--- config.mk ---
export PLATFORM = sky130hd
export DESIGN_NAME = gpio_pin_mux
export DESIGN_NICKNAME = d
export VERILOG_FILES = /design/src/rtl/pinmux_pkg.sv /design/src/rtl/pinmux_regs.sv /design/src/rtl/pinmux_lane.sv /design/src/rtl/gpio_pin_mux.sv
export SDC_FILE = /design/constraint.sdc
export NUM_CORES = 1
export LEC_CHECK = 0
export BUFFER_PORTS_ARGS = -buffer_cell sky130_fd_sc_hd__buf_2
export CAP_MARGIN = 20
export CELL_PAD_IN_SITES_DETAIL_PLACEMENT = 0
export CELL_PAD_IN_SITES_GLOBAL_PLACEMENT = 1
export CORE_ASPECT_RATIO = 0.9
export CORE_MARGIN = 5
export CORE_UTILIZATION = 39
export CTS_CLUSTER_SIZE = 12
export DETAILED_ROUTE_END_ITERATION = 7
export HOLD_SLACK_MARGIN = 0.08
export PLACE_DENSITY_LB_ADDON = 0.2
export SLEW_MARGIN = 20
export SYNTH_ARGS = -nofsm -noshare
export SYNTH_HDL_FRONTEND = slang
export SYNTH_HIERARCHICAL = 1
export SYNTH_SLANG_ARGS = --single-unit
--- constraint.sdc ---
create_clock -name clk -period 2.4 [get_ports clk]
set_clock_uncertainty 0.2 [all_clocks]
set_input_delay 0 -clock clk [delete_from_list [all_inputs] [get_ports clk]]
set_output_delay 0 -clock clk [all_outputs]
set_load 0.05 [all_outputs]
--- src/rtl/pinmux_pkg.sv ---
package pinmux_pkg;
    localparam int SEL_W    = 5;
    localparam int NUM_SRC  = 9;
    localparam int GPIO_SRC = 5;
    localparam logic [SEL_W-1:0] SEL_NONE = 5'h1F;

    localparam int PAD_IE_BIT = 6;
    localparam int PAD_OD_BIT = 7;
    localparam logic [7:0] PAD_RESET = 8'h55;

    typedef enum logic [1:0] {
        OV_PASS = 2'd0,
        OV_INV  = 2'd1,
        OV_LOW  = 2'd2,
        OV_HIGH = 2'd3
    } ovr_e;

    typedef struct packed {
        ovr_e             in_ov;
        ovr_e             oe_ov;
        ovr_e             out_ov;
        logic [SEL_W-1:0] sel;
    } pin_cfg_t;

    localparam int CFG_W = $bits(pin_cfg_t);

    function automatic logic apply_ovr(input logic v, input ovr_e code);
        logic r;
        unique case (code)
            OV_PASS: r = v;
            OV_INV:  r = ~v;
            OV_LOW:  r = 1'b0;
            OV_HIGH: r = 1'b1;
            default: r = 1'b0;
        endcase
        return r;
    endfunction

    function automatic logic [31:0] cfg_to_word(input pin_cfg_t c);
        return {14'b0, c.in_ov, c.oe_ov, c.out_ov, 7'b0, c.sel};
    endfunction

    function automatic pin_cfg_t word_to_cfg(input logic [31:0] w);
        pin_cfg_t c;
        c.sel    = w[4:0];
        c.out_ov = ovr_e'(w[13:12]);
        c.oe_ov  = ovr_e'(w[15:14]);
        c.in_ov  = ovr_e'(w[17:16]);
        return c;
    endfunction
endpackage

--- src/rtl/pinmux_regs.sv ---
module pinmux_regs
    import pinmux_pkg::*;
#(
    parameter int NPINS     = 4,
    parameter int ADDR_W    = 8,
    parameter int CTRL_BASE = 'h40
) (
    input  logic                    clk,
    input  logic                    rst_n,
    input  logic                    we,
    input  logic [ADDR_W-1:0]       addr,
    input  logic [31:0]             wdata,
    input  logic [NPINS-1:0]        sw_in,
    output logic [31:0]             rdata,
    output pin_cfg_t [NPINS-1:0]    cfg_o,
    output logic [NPINS-1:0][7:0]   pad_o,
    output logic [NPINS-1:0]        sw_out_o,
    output logic [NPINS-1:0]        sw_oe_o
);
    localparam logic [ADDR_W-1:0] A_OUT  = ADDR_W'('h00);
    localparam logic [ADDR_W-1:0] A_OE   = ADDR_W'('h04);
    localparam logic [ADDR_W-1:0] A_IN   = ADDR_W'('h08);
    localparam logic [ADDR_W-1:0] A_BASE = ADDR_W'(CTRL_BASE);
    localparam pin_cfg_t CFG_RESET = '{in_ov: OV_PASS, oe_ov: OV_PASS,
                                       out_ov: OV_PASS, sel: SEL_NONE};

    logic [ADDR_W-1:0] rel;
    int                win_idx;
    logic              in_win;
    logic              is_pad;
    logic              unused_wbits;

    assign rel     = addr - A_BASE;
    assign win_idx = int'(rel >> 3);
    assign in_win  = (addr >= A_BASE) && (win_idx < NPINS) && (addr[1:0] == 2'b00);
    assign is_pad  = rel[2];
    assign unused_wbits = ^{wdata[31:18], wdata[11:5]};

    always_ff @(posedge clk or negedge rst_n) begin
        if (!rst_n) begin
            sw_out_o <= '0;
            sw_oe_o  <= '0;
        end else if (we) begin
            if (addr == A_OUT) sw_out_o <= wdata[NPINS-1:0];
            if (addr == A_OE)  sw_oe_o  <= wdata[NPINS-1:0];
        end
    end

    for (genvar p = 0; p < NPINS; p++) begin : g_pin
        always_ff @(posedge clk or negedge rst_n) begin
            if (!rst_n) begin
                cfg_o[p] <= CFG_RESET;
                pad_o[p] <= PAD_RESET;
            end else if (we && in_win && (win_idx == p)) begin
                if (is_pad) pad_o[p] <= wdata[7:0];
                else        cfg_o[p] <= word_to_cfg(wdata);
            end
        end
    end

    always_comb begin
        rdata = '0;
        if (addr == A_OUT)      rdata[NPINS-1:0] = sw_out_o;
        else if (addr == A_OE)  rdata[NPINS-1:0] = sw_oe_o;
        else if (addr == A_IN)  rdata[NPINS-1:0] = sw_in;
        else if (in_win) begin
            for (int p = 0; p < NPINS; p++) begin
                if (win_idx == p) begin
                    if (is_pad) rdata = {24'b0, pad_o[p]};
                    else        rdata = cfg_to_word(cfg_o[p]);
                end
            end
        end
    end
endmodule

--- src/rtl/pinmux_lane.sv ---
module pinmux_lane
    import pinmux_pkg::*;
(
    input  pin_cfg_t             cfg,
    input  logic [7:0]           pad_word,
    input  logic [NUM_SRC-1:0]   src_out,
    input  logic [NUM_SRC-1:0]   src_oe,
    input  logic                 sw_out,
    input  logic                 sw_oe,
    input  logic                 pad_in,
    output logic                 pad_out,
    output logic                 pad_oe,
    output logic [NUM_SRC-1:0]   src_in,
    output logic                 sw_in
);
    logic pick_out, pick_oe, in_val, unused_pad;

    assign unused_pad = ^pad_word[5:0];

    always_comb begin
        pick_out = 1'b0;
        pick_oe  = 1'b0;
        for (int f = 0; f < NUM_SRC; f++) begin
            if (cfg.sel == SEL_W'(f)) begin
                if (f == GPIO_SRC) begin
                    pick_out = sw_out;
                    pick_oe  = sw_oe;
                end else begin
                    pick_out = src_out[f];
                    pick_oe  = src_oe[f];
                end
            end
        end
    end

    assign pad_out = apply_ovr(pick_out, cfg.out_ov);
    assign pad_oe  = apply_ovr(pick_oe, cfg.oe_ov) & ~pad_word[PAD_OD_BIT];
    assign in_val  = apply_ovr(pad_in, cfg.in_ov) & pad_word[PAD_IE_BIT];

    always_comb begin
        for (int f = 0; f < NUM_SRC; f++)
            src_in[f] = (cfg.sel == SEL_W'(f)) ? in_val : 1'b0;
    end

    assign sw_in = (cfg.sel == SEL_W'(GPIO_SRC)) ? in_val : 1'b0;
endmodule

--- src/rtl/gpio_pin_mux.sv ---
module gpio_pin_mux
    import pinmux_pkg::*;
#(
    parameter int NPINS     = 4,
    parameter int ADDR_W    = 8,
    parameter int CTRL_BASE = 'h40
) (
    input  logic                       clk,
    input  logic                       rst_n,
    input  logic                       reg_we,
    input  logic [ADDR_W-1:0]          reg_addr,
    input  logic [31:0]                reg_wdata,
    output logic [31:0]                reg_rdata,
    input  logic [NPINS*NUM_SRC-1:0]   periph_out,
    input  logic [NPINS*NUM_SRC-1:0]   periph_oe,
    output logic [NPINS*NUM_SRC-1:0]   periph_in,
    input  logic [NPINS-1:0]           pad_in,
    output logic [NPINS-1:0]           pad_out,
    output logic [NPINS-1:0]           pad_oe
);
    pin_cfg_t [NPINS-1:0]      cfg_q;
    logic [NPINS-1:0][7:0]     pad_q;
    logic [NPINS-1:0]          sw_out_q, sw_oe_q, sw_in_w;

    pinmux_regs #(.NPINS(NPINS), .ADDR_W(ADDR_W), .CTRL_BASE(CTRL_BASE)) u_regs (
        .clk      (clk),
        .rst_n    (rst_n),
        .we       (reg_we),
        .addr     (reg_addr),
        .wdata    (reg_wdata),
        .sw_in    (sw_in_w),
        .rdata    (reg_rdata),
        .cfg_o    (cfg_q),
        .pad_o    (pad_q),
        .sw_out_o (sw_out_q),
        .sw_oe_o  (sw_oe_q)
    );

    for (genvar p = 0; p < NPINS; p++) begin : g_lane
        pinmux_lane u_lane (
            .cfg      (cfg_q[p]),
            .pad_word (pad_q[p]),
            .src_out  (periph_out[p*NUM_SRC +: NUM_SRC]),
            .src_oe   (periph_oe[p*NUM_SRC +: NUM_SRC]),
            .sw_out   (sw_out_q[p]),
            .sw_oe    (sw_oe_q[p]),
            .pad_in   (pad_in[p]),
            .pad_out  (pad_out[p]),
            .pad_oe   (pad_oe[p]),
            .src_in   (periph_in[p*NUM_SRC +: NUM_SRC]),
            .sw_in    (sw_in_w[p])
        );
    end
endmodule

---- Yosys cells after proc, flatten, opt, wreduce, memory -nomap -nowiden ----
Index checks and enable logic that the tools add are counted.
word-level totals
  register bits ........................... 84
  bits of input ports ..................... 119
  output and inout bits ................... 76
  logic and storage cells ................. 294
cells by class
  $add $sub $neg .......................... 1
  magnitude comparators ................... 2
  equality and inequality tests ........... 73
  muxes and demuxes ....................... 135
  bitwise gates (word level) .............. 25
  reduce and logical (&&, ||, !) cells .... 36
operators with widths
  operator                                             count
  2-to-1 mux 32 bit                                    5
  2-to-1 mux 1 bit                                     108
  == test 5 x 3 -> 1 bit, second input constant        18
  2-to-1 mux 28 bit                                    3
  2-to-1 mux 18 bit                                    4
  == test 2 bit, second input constant                 24
  case mux 1 bit (4 select lines)                      12
  == test 5 x 2 -> 1 bit, second input constant        9
  zero test 32 bit                                     1
  zero test 2 bit                                      13
  == test 2 x 1 -> 1 bit, second input constant        12
  == test 5 x 1 -> 1 bit, second input constant        4
  == test 5 x 4 -> 1 bit, second input constant        4
  zero test 5 bit                                      4
  AND reduction 2 bit                                  10
  NOT 1 bit                                            17
  2-to-1 mux 4 bit                                     3
  bitwise AND 1 bit                                    8
  == test 8 x 3 -> 1 bit, second input constant        1
  == test 8 x 4 -> 1 bit, second input constant        1
  >= comparator 8 x 7 -> 1 bit, second input constant  1
  zero test 8 bit                                      1
  subtractor 8 x 7 -> 8 bit, second input constant     1
  logical AND 1 bit                                    7
  < comparator 5 x 3 -> 1 bit, second input constant   1

---- Longest topological paths before layout ----
Gate-level depths: netlist of the first run.
  depth after elaboration ................. 13
  gate-level depth with buffers ........... 7
  mapped depth without buffers ............ 7

---- Hierarchy ----
Netlist of the first run, hierarchy kept.
by module, submodules not included
  module       times used  cells an instance  area each (um^2)  sequential area each (um^2)
  pinmux_regs  1           350                4423.0            2147.1
  pinmux_lane  4           49                 361.6             0.0

---- Worst setup path after synthesis of the first run ----
OpenSTA, ideal clock, no wires.
  path kind ............................... in2out
  from .................................... input reg_addr[7]
  to ...................................... output reg_rdata[4]
  arrival time ............................ 3.506 ns
  data required time ...................... 2.200 ns
  setup slack ............................. -1.306 ns
  cell stages on the path ................. 7
  path buffers ............................ 1
  cells stage by stage .................... inv_1 -> ha_1 -> nand4bb_1 -> clkbuf_1 -> nor3b_1 -> a21oi_1 -> a2111oi_0
on the way
  cells in the longest elaborated chain, start to end .. 10
  elaborated cells on any way between the ends .. 20
  those cells by class .................... 1 x add/sub; 2 x order compare; 5 x eq/ne; 8 x mux; 4 x reduce/logical
ends and longest elaborated chain
  item                             RTL line            source
  start: declaration               gpio_pin_mux.sv:11  input logic [ADDR_W-1:0] reg_addr,
  subtractor 8 x 7 -> 8 bit        pinmux_regs.sv:33   assign rel = addr - A_BASE;
  zero test 32 bit                 pinmux_regs.sv:68   if (win_idx == p) begin
  2-to-1 mux 32 bit (4 in series)  pinmux_regs.sv:68
  2-to-1 mux 32 bit                pinmux_regs.sv:66   else if (in_win) begin
  2-to-1 mux 28 bit                pinmux_regs.sv:65   else if (addr == A_IN) rdata[NPINS-1:0] = sw_in;
  2-to-1 mux 28 bit                pinmux_regs.sv:64   else if (addr == A_OE) rdata[NPINS-1:0] = sw_oe_o;
  2-to-1 mux 28 bit *              pinmux_regs.sv:63   if (addr == A_OUT) rdata[NPINS-1:0] = sw_out_o;
  end: declaration                 gpio_pin_mux.sv:13  output logic [31:0] reg_rdata,
Every way passes the cells marked *; elsewhere a longest branch is shown, timed or not.

---- Worst setup path in the final report of the first run ----
  from .................................... register u_regs/cfg_o[33] in the netlist's numbering
  to ...................................... output pad_out[3]
on the way
  cells in the longest elaborated chain, start to end .. 12
  elaborated cells on any way between the ends .. 20
  those cells by class .................... 8 x eq/ne; 10 x mux; 1 x bitwise; 1 x reduce/logical
ends and longest elaborated chain
  item                               RTL line            source
  start: declaration                 pinmux_regs.sv:15   output pin_cfg_t [NPINS-1:0] cfg_o,
  start signal: indexed assignment   pinmux_regs.sv:56   else cfg_o[p] <= word_to_cfg(wdata);
  zero test 5 bit                    pinmux_lane.sv:24   if (cfg.sel == SEL_W'(f)) begin
  2-to-1 mux 1 bit (8 in series)     pinmux_lane.sv:24
  2-to-1 mux 1 bit *                 pinmux_lane.sv:24
  NOT 1 bit                          pinmux_pkg.sv:31    OV_INV: r = ~v;
  case mux 1 bit (4 select lines) *  pinmux_pkg.sv:29    unique case (code)
  end: declaration                   gpio_pin_mux.sv:18  output logic [NPINS-1:0] pad_out,
Marked as above.

==> results of run 1 <==
-- routing by layer --
metal,share of wire [%],GRT usage [%],up-vias
met2,46,32.3,195
met5,0,0,-
met1,47,30.4,2583
met4,0.97,4.55,0
li1,-,-,2406
met3,6.8,5.53,14
-- critical path, stage by stage, from the launching register on --
cell and delay, ns:
dfstp_2 0.57, mux4_2 0.51, mux2_4 0.29, a22oi_2 0.15
buf_4 0.17, nor2_4 0.04, xor2_2 0.17, buf_6 0.18
-- logic make-up (layout without fill, tap and decap cells) --
logic type,count (synthesis),in the layout,share of synthesized area (%)
AND/OR/NAND/NOR,175,175,16.9
multiplexers,141,141,28.1
XOR/XNOR,8,8,1.19
adder cells (fa/ha/maj),3,3,0.640
other,1,18,0.0639
flip-flops,84,84,36.6
buffers and inverters,68,272,7.50
AO/OA/AOI/OAI,66,66,8.95
-- cell type report --
class / instances / area [um2] / area share (%)
Inverter: 14 / 52.6 / 0.643
Timing Repair Buffer: 242 / 1730 / 21.2
Tap cell: 198 / 248 / 3.03
Clock buffer: 10 / 239 / 2.92
Multi-Input combinational cell: 411 / 3690 / 45.1
Sequential cell: 84 / 2150 / 26.3
Clock inverter: 6 / 63.8 / 0.781
-- stage by stage --
step | setup TNS, ns | power (uW)
after floorplan | 0 | 1750
after detailed placement | 0 | 1920
after global routing | -1.84 | 3510
after global placement | 0 | 1910
after CTS | -1.24 | 3410
final | -1.10 | 3380
-- cell usage in the layout, fill, tap and decap left out, types with 4 or more instances in the layout --
| cell | netlist | final |
|---|---|---|
| a21oi_1 | 6 | 6 |
| nor2b_1 | 12 | 9 |
| a21o_1 | 5 | 5 |
| mux4_2 | 4 | 8 |
| nand2b_4 | 1 | 7 |
| o22ai_1 | 6 | 6 |
| and2_1 | 8 | 8 |
| mux2_2 | 95 | 91 |
| buf_6 | 9 | 22 |
| nand2_1 | 12 | 9 |
| nand2b_1 | 25 | 19 |
| nor2_2 | 3 | 11 |
| mux2i_1 | 34 | 33 |
| clkbuf_16 | 0 | 9 |
| dfstp_2 | 36 | 36 |
| xor2_2 | 0 | 4 |
| o21ai_0 | 9 | 9 |
| o221ai_1 | 12 | 5 |
| a222oi_1 | 6 | 6 |
| conb_1 | 1 | 18 |
| buf_2 | 8 | 119 |
| nand4_1 | 10 | 10 |
| o211ai_1 | 4 | 4 |
| nor3_1 | 16 | 12 |
| inv_1 | 14 | 14 |
| buf_4 | 26 | 70 |
| buf_12 | 0 | 6 |
| mux2_4 | 0 | 7 |
| clkbuf_4 | 0 | 6 |
| a22oi_2 | 0 | 4 |
| dlygate4sd3_1 | 0 | 17 |
| o221ai_2 | 0 | 7 |
| dfrtp_1 | 48 | 48 |
| or4_4 | 1 | 5 |
| or3_1 | 9 | 7 |
| nor2_1 | 50 | 40 |
-- where the power goes --
group	internal, uW	switching [uW]
clock network	832	581
logic	206	300
registers	1440	19.1
total	2480	900
-- final timing paths --
check,endpoint,cells past startpoint
setup / recovery,pad_out[3],7
hold / removal,u_regs/sw_oe_o[0],4
setup reg to reg,u_regs/cfg_o[33],4
hold reg to reg,u_regs/pad_o[3],1
max in group asynchronous,u_regs/pad_o[29],3
min in group asynchronous,u_regs/pad_o[24],2
-- state kept, by name (all words and copies together), names as in the netlist --
register / cells
u_regs/cfg_o: 44
u_regs/pad_o: 32
u_regs/sw_oe_o: 4
u_regs/sw_out_o: 4
-- what timing repair did --
action	CTS	global route
buffers inserted	22	10
hold endpoints to repair	153	0
pin swaps	15	16
endpoints found under the setup margin	21	29
hold buffers	17	0
gates resized for setup	73	50
==> flow_summary.toml, run 1 <==
[status]
status = "finished, violations left"
violations = "negative setup slack"

[finish]
area_delta_synth_final_pct = 39.3
drive_above_1_share_pct = 59.5
fill_cells = 1360
final_cells = 965
utilization_pct = 55.6
num-nets-final = 884
antenna_cells = 0
final_area_mm2 = 0.00817

[sta]
hold_ws_ns = 0.151
max_slew_margin_pct = 47.9
fin_crit_sh_pct = 110
period_minus_slack_ns = 2.63
max_freq_ghz = 0.380
setup_viol = 8
setup_ws_ns = -0.232
worst_slew_pin_slew_ns = 0.779
rsz0062_at_grt = "yes"
slew_violations = 0
finalHoldViolCount = 0

[route]
routed_wirelength_um = 19200
dr_total_vias = 5198
drtPass1Iterations = 6
ant_nets = 0
avgViaCountPerCell = 5.39
drt-initial-drc-count = 294
wl_per_cell_um = 19.9
drt_drc_violations_left = 0

[worst_setup_path]
required_ns = 2.20
crit_fanout = 3
startpoint_type = "register"
worst_ep_arrival_time_ns = 2.43
crit_start = "u_regs/cfg_o[33]"
worst_setup_path_end_kind = "output pin"
r2r-start = "u_regs/cfg_o[33]"
r2r_slack_ns = 1.08
critPathKind = "register to output pin"

[global_route]
gr-total-overflow = 0
antenna_found_initial = 0
first_global_vias = 5303
grt_max_degree = 50
grt_pass1_wl_um = 29600
grtUsageTotal_pct = 21.2

[clocking]
clkTransAtPathRegs_ns = 0.06
clk_latency_ns = 0.34
root_buffer = "clkbuf_16"
cts.path.max_buffers = 2
clock_sinks = 84
cts_buffers = 9
htreeDepth = 3
cts_tree = "done"

[logic_synthesis]
synth_edf_count = 0
synth_seq_cells = 84
synth_top_cell_by_area = "dfrtp_1"
avgSynthCellArea_um2 = 10.7
synth_top_area_share_pct = 20.5
syn_area_mm2 = 0.00587
yosys_most_used_dff = "dfrtp_1"
synth_commonest_cells = "mux2_2, nor2_1, dfrtp_1"
synth_area_leaders = "dfrtp_1, mux2_2, dfstp_2"
ys_types = 62
yosysWarnings = 6
synthArstFlopShare_pct = 100
synthCells = 546
seq_area_frac_synth_pct = 36.6
synth_most_common_cell = "mux2_2"

[die]
io_pins = 195
die_y_um = 126
rows = 42
start_util_pct = 39.9
die_area_mm2 = 0.0176
coreArea_mm2 = 0.0147
dieWidth_um = 139

[power]
ir_worst_vdd_uv = 337
power.leakage_uw = 0.00371
powerDensity_mw_per_mm2 = 413

[min_path]
worstHoldStart = "reg_addr[0]"
min_path_type = "primary input to register"

[place]
pre_cts_ws_ns = 0.0179
dp_hpwl_um = 13900
placed_area_mm2 = 0.00704
numPortBuffers = 150
gp_congestion = 0.861
placedCellCount = 901

[run]
max_cap_viol_count = 0
Power figures use the tool's default switching activity.
==> run 2: changes to the inputs <==
CORE_MARGIN = 4   (was 5)
==> run 2 against run 1 <==
  * The flow still finishes with violations (negative setup slack)
  * Sequential share of layout area is 0.18 points higher
  * Cell area is 0.67% lower
  * Clock power down 6%
  * Via count up 0.19%
  * Die area down 3.0%
  * Sequential power barely moved
  * Flip-flop and latch count stayed put
  * Register-to-register slack improved by 0.08 ns
  * Setup slack better by 0.070 ns
  * Final cell count decreased by 0.10%
  * Critical path depth unchanged
  * Critical endpoint is now pad_out[0]
  * Highest routed layer unchanged
==> flow_summary.toml, run 2 (synthesized netlist as in run 1, its figures left out) <==
[route]
wl_per_cell_um = 19.9
ant_nets = 0
drt_drc_violations_left = 0
dr_total_vias = 5208
drtPass1Iterations = 5
routed_wirelength_um = 19200
avgViaCountPerCell = 5.40
drt-initial-drc-count = 267

[clocking]
clock_sinks = 84
cts_buffers = 9
cts_tree = "done"
cts.path.max_buffers = 2
clk_latency_ns = 0.34
htreeDepth = 3
clkTransAtPathRegs_ns = 0.06
root_buffer = "clkbuf_16"

[finish]
reg.largest.list = "u_regs/cfg_o x44, u_regs/pad_o x32"
antenna_cells = 0
final_cells = 964
top_register = "u_regs/cfg_o"
largest_reg_flops = 44
final_common_cell = "buf_2"
layout_common_cells = "buf_2, mux2_2, buf_4"
num-nets-final = 883
final_area_mm2 = 0.00812
area_delta_synth_final_pct = 38.3
drive_above_1_share_pct = 59.0
utilization_pct = 55.2

[power]
seq_power_share_pct = 44.1
p_comb_share_pct = 15.5
p_switching_uw = 931
powerDensity_mw_per_mm2 = 406
clkPwrFrac_pct = 40.4
p_int_uw = 2370
ir_worst_vdd_uv = 287
power.leakage_uw = 0.00370
swShare_pct = 28.2

[die]
rows = 42
die_area_mm2 = 0.0171
die_y_um = 124
io_pins = 195
start_util_pct = 39.9
coreArea_mm2 = 0.0147
dieWidth_um = 137

[sta]
slew_violations = 0
fin_crit_sh_pct = 107
setup_viol = 8
finalHoldViolCount = 0
setup_ws_ns = -0.162
rsz0062_at_grt = "yes"
period_minus_slack_ns = 2.56
max_freq_ghz = 0.390
max_slew_margin_pct = 52.1
hold_ws_ns = 0.142
worst_slew_pin_slew_ns = 0.712

[min_path]
min_path_type = "primary input to register"
worstHoldStart = "reg_addr[1]"

[place]
numPortBuffers = 150
placed_area_mm2 = 0.00708
pre_cts_ws_ns = 0.0178
placedCellCount = 907
gp_congestion = 0.848
dp_hpwl_um = 13800

[worst_setup_path]
cp-endpoint = "pad_out[0]"
crit_fanout = 3
r2r_end = "u_regs/cfg_o[1]"
worst_setup_path_end_kind = "output pin"
cp_common_cell = "buf_6"
crit_start = "u_regs/cfg_o[0]"
crit_chain = "mux4_2, mux2_4, a22oi_2, buf_6, nor2_1, xor2_2, buf_6"
slowest_stage = "dfstp_2"
worst_ep_arrival_time_ns = 2.36
required_ns = 2.20
r2r_slack_ns = 1.16
r2r-start = "u_regs/cfg_o[1]"
critPathMaxStageDelay_ns = 0.57
startpoint_type = "register"
reg2reg_depth = 2
critPathKind = "register to output pin"

[run]
max_cap_viol_count = 0

[global_route]
antenna_found_initial = 0
grtUsageTotal_pct = 22.0
gr-total-overflow = 0
first_global_vias = 5363
grt_max_degree = 39
grt_pass1_wl_um = 29300

[status]
violations = "negative setup slack"
status = "finished, violations left"
==> run 2: cell types whose count changed in the layout (fill, tap and decap cells not counted), moves of 3 or more <==
cell	previous run	this run
inv_6	0	4
o221ai_2	7	3
clkbuf_4	6	2
o221ai_1	5	9
buf_2	119	122
nor2_2	11	14
==> run 2: per-stage QoR <==
stage	power, uW	TNS [ns]
2_1_floorplan	1750	0
3_3_place_gp	1910	0
3_5_place_dp	1920	0
4_1_cts	3330	-1.28
5_1_grt	3440	-1.94
6_report	3300	-1.06
==> run 2: how the worst min path moves through the flow <==
stage / slack, ns / to / depth (start not counted)
6_report: 0.14 / u_regs/sw_oe_o[2] / 4
5_1_grt: 0.17 / u_regs/sw_oe_o[2] / 4
4_1_cts: 0.16 / u_regs/sw_oe_o[2] / 4
3_5_place_dp: -0.14 / u_regs/sw_oe_o[0] / 1
3_3_place_gp: -0.15 / u_regs/sw_oe_o[0] / 1
2_1_floorplan: -0.50 / u_regs/cfg_o[10] / 0
==> run 2: timing repair <==
action                                  4_1_cts  5_1_grt
hold buffers                                 17        0
endpoints found under the setup margin       23       30
setup buffers                                25        0
gates resized for setup                      61       58
gates cloned                                  0        0
hold endpoints to repair                    159        0
pin swaps                                    10       13
==> run 2: power groups by stage <==
stage,logic [uW],registers (uW),clock network [uW]
2_1_floorplan,274,1470,0
3_5_place_dp,437,1480,0
3_3_place_gp,430,1480,0
6_report,511,1460,1330
5_1_grt,546,1460,1430
4_1_cts,496,1450,1380
==> run 2: final cells by class <==
type	count	area [um2]
fillers	1367	6600
multi-input cells	411	3670
repair buffers	241	1710
flip-flops and latches	84	2150
clock inverters	7	61.3
inverters	14	52.6
clock buffers	9	225
well taps	198	248
==> run 2: layer usage <==
metal  GRT usage [%]  vias to the layer above  routed length, um
met1            32.0                     2572               8750
met4            5.11                        0                391
met5               0                        -                  0
met3            5.29                       28               1490
li1                -                     2411                  -
met2            33.0                      197               8560
==> run 2: worst max-delay path: cells and delay by family, from the launching register on <==
family,cells,cell delay (ns)
muxes,2,0.79
DFF,1,0.57
buffers and inverters,2,0.32
AOI/OAI and AO/OA,1,0.15
xor gates and xnor gates,1,0.14
and+or+nand+nor,1,0.06
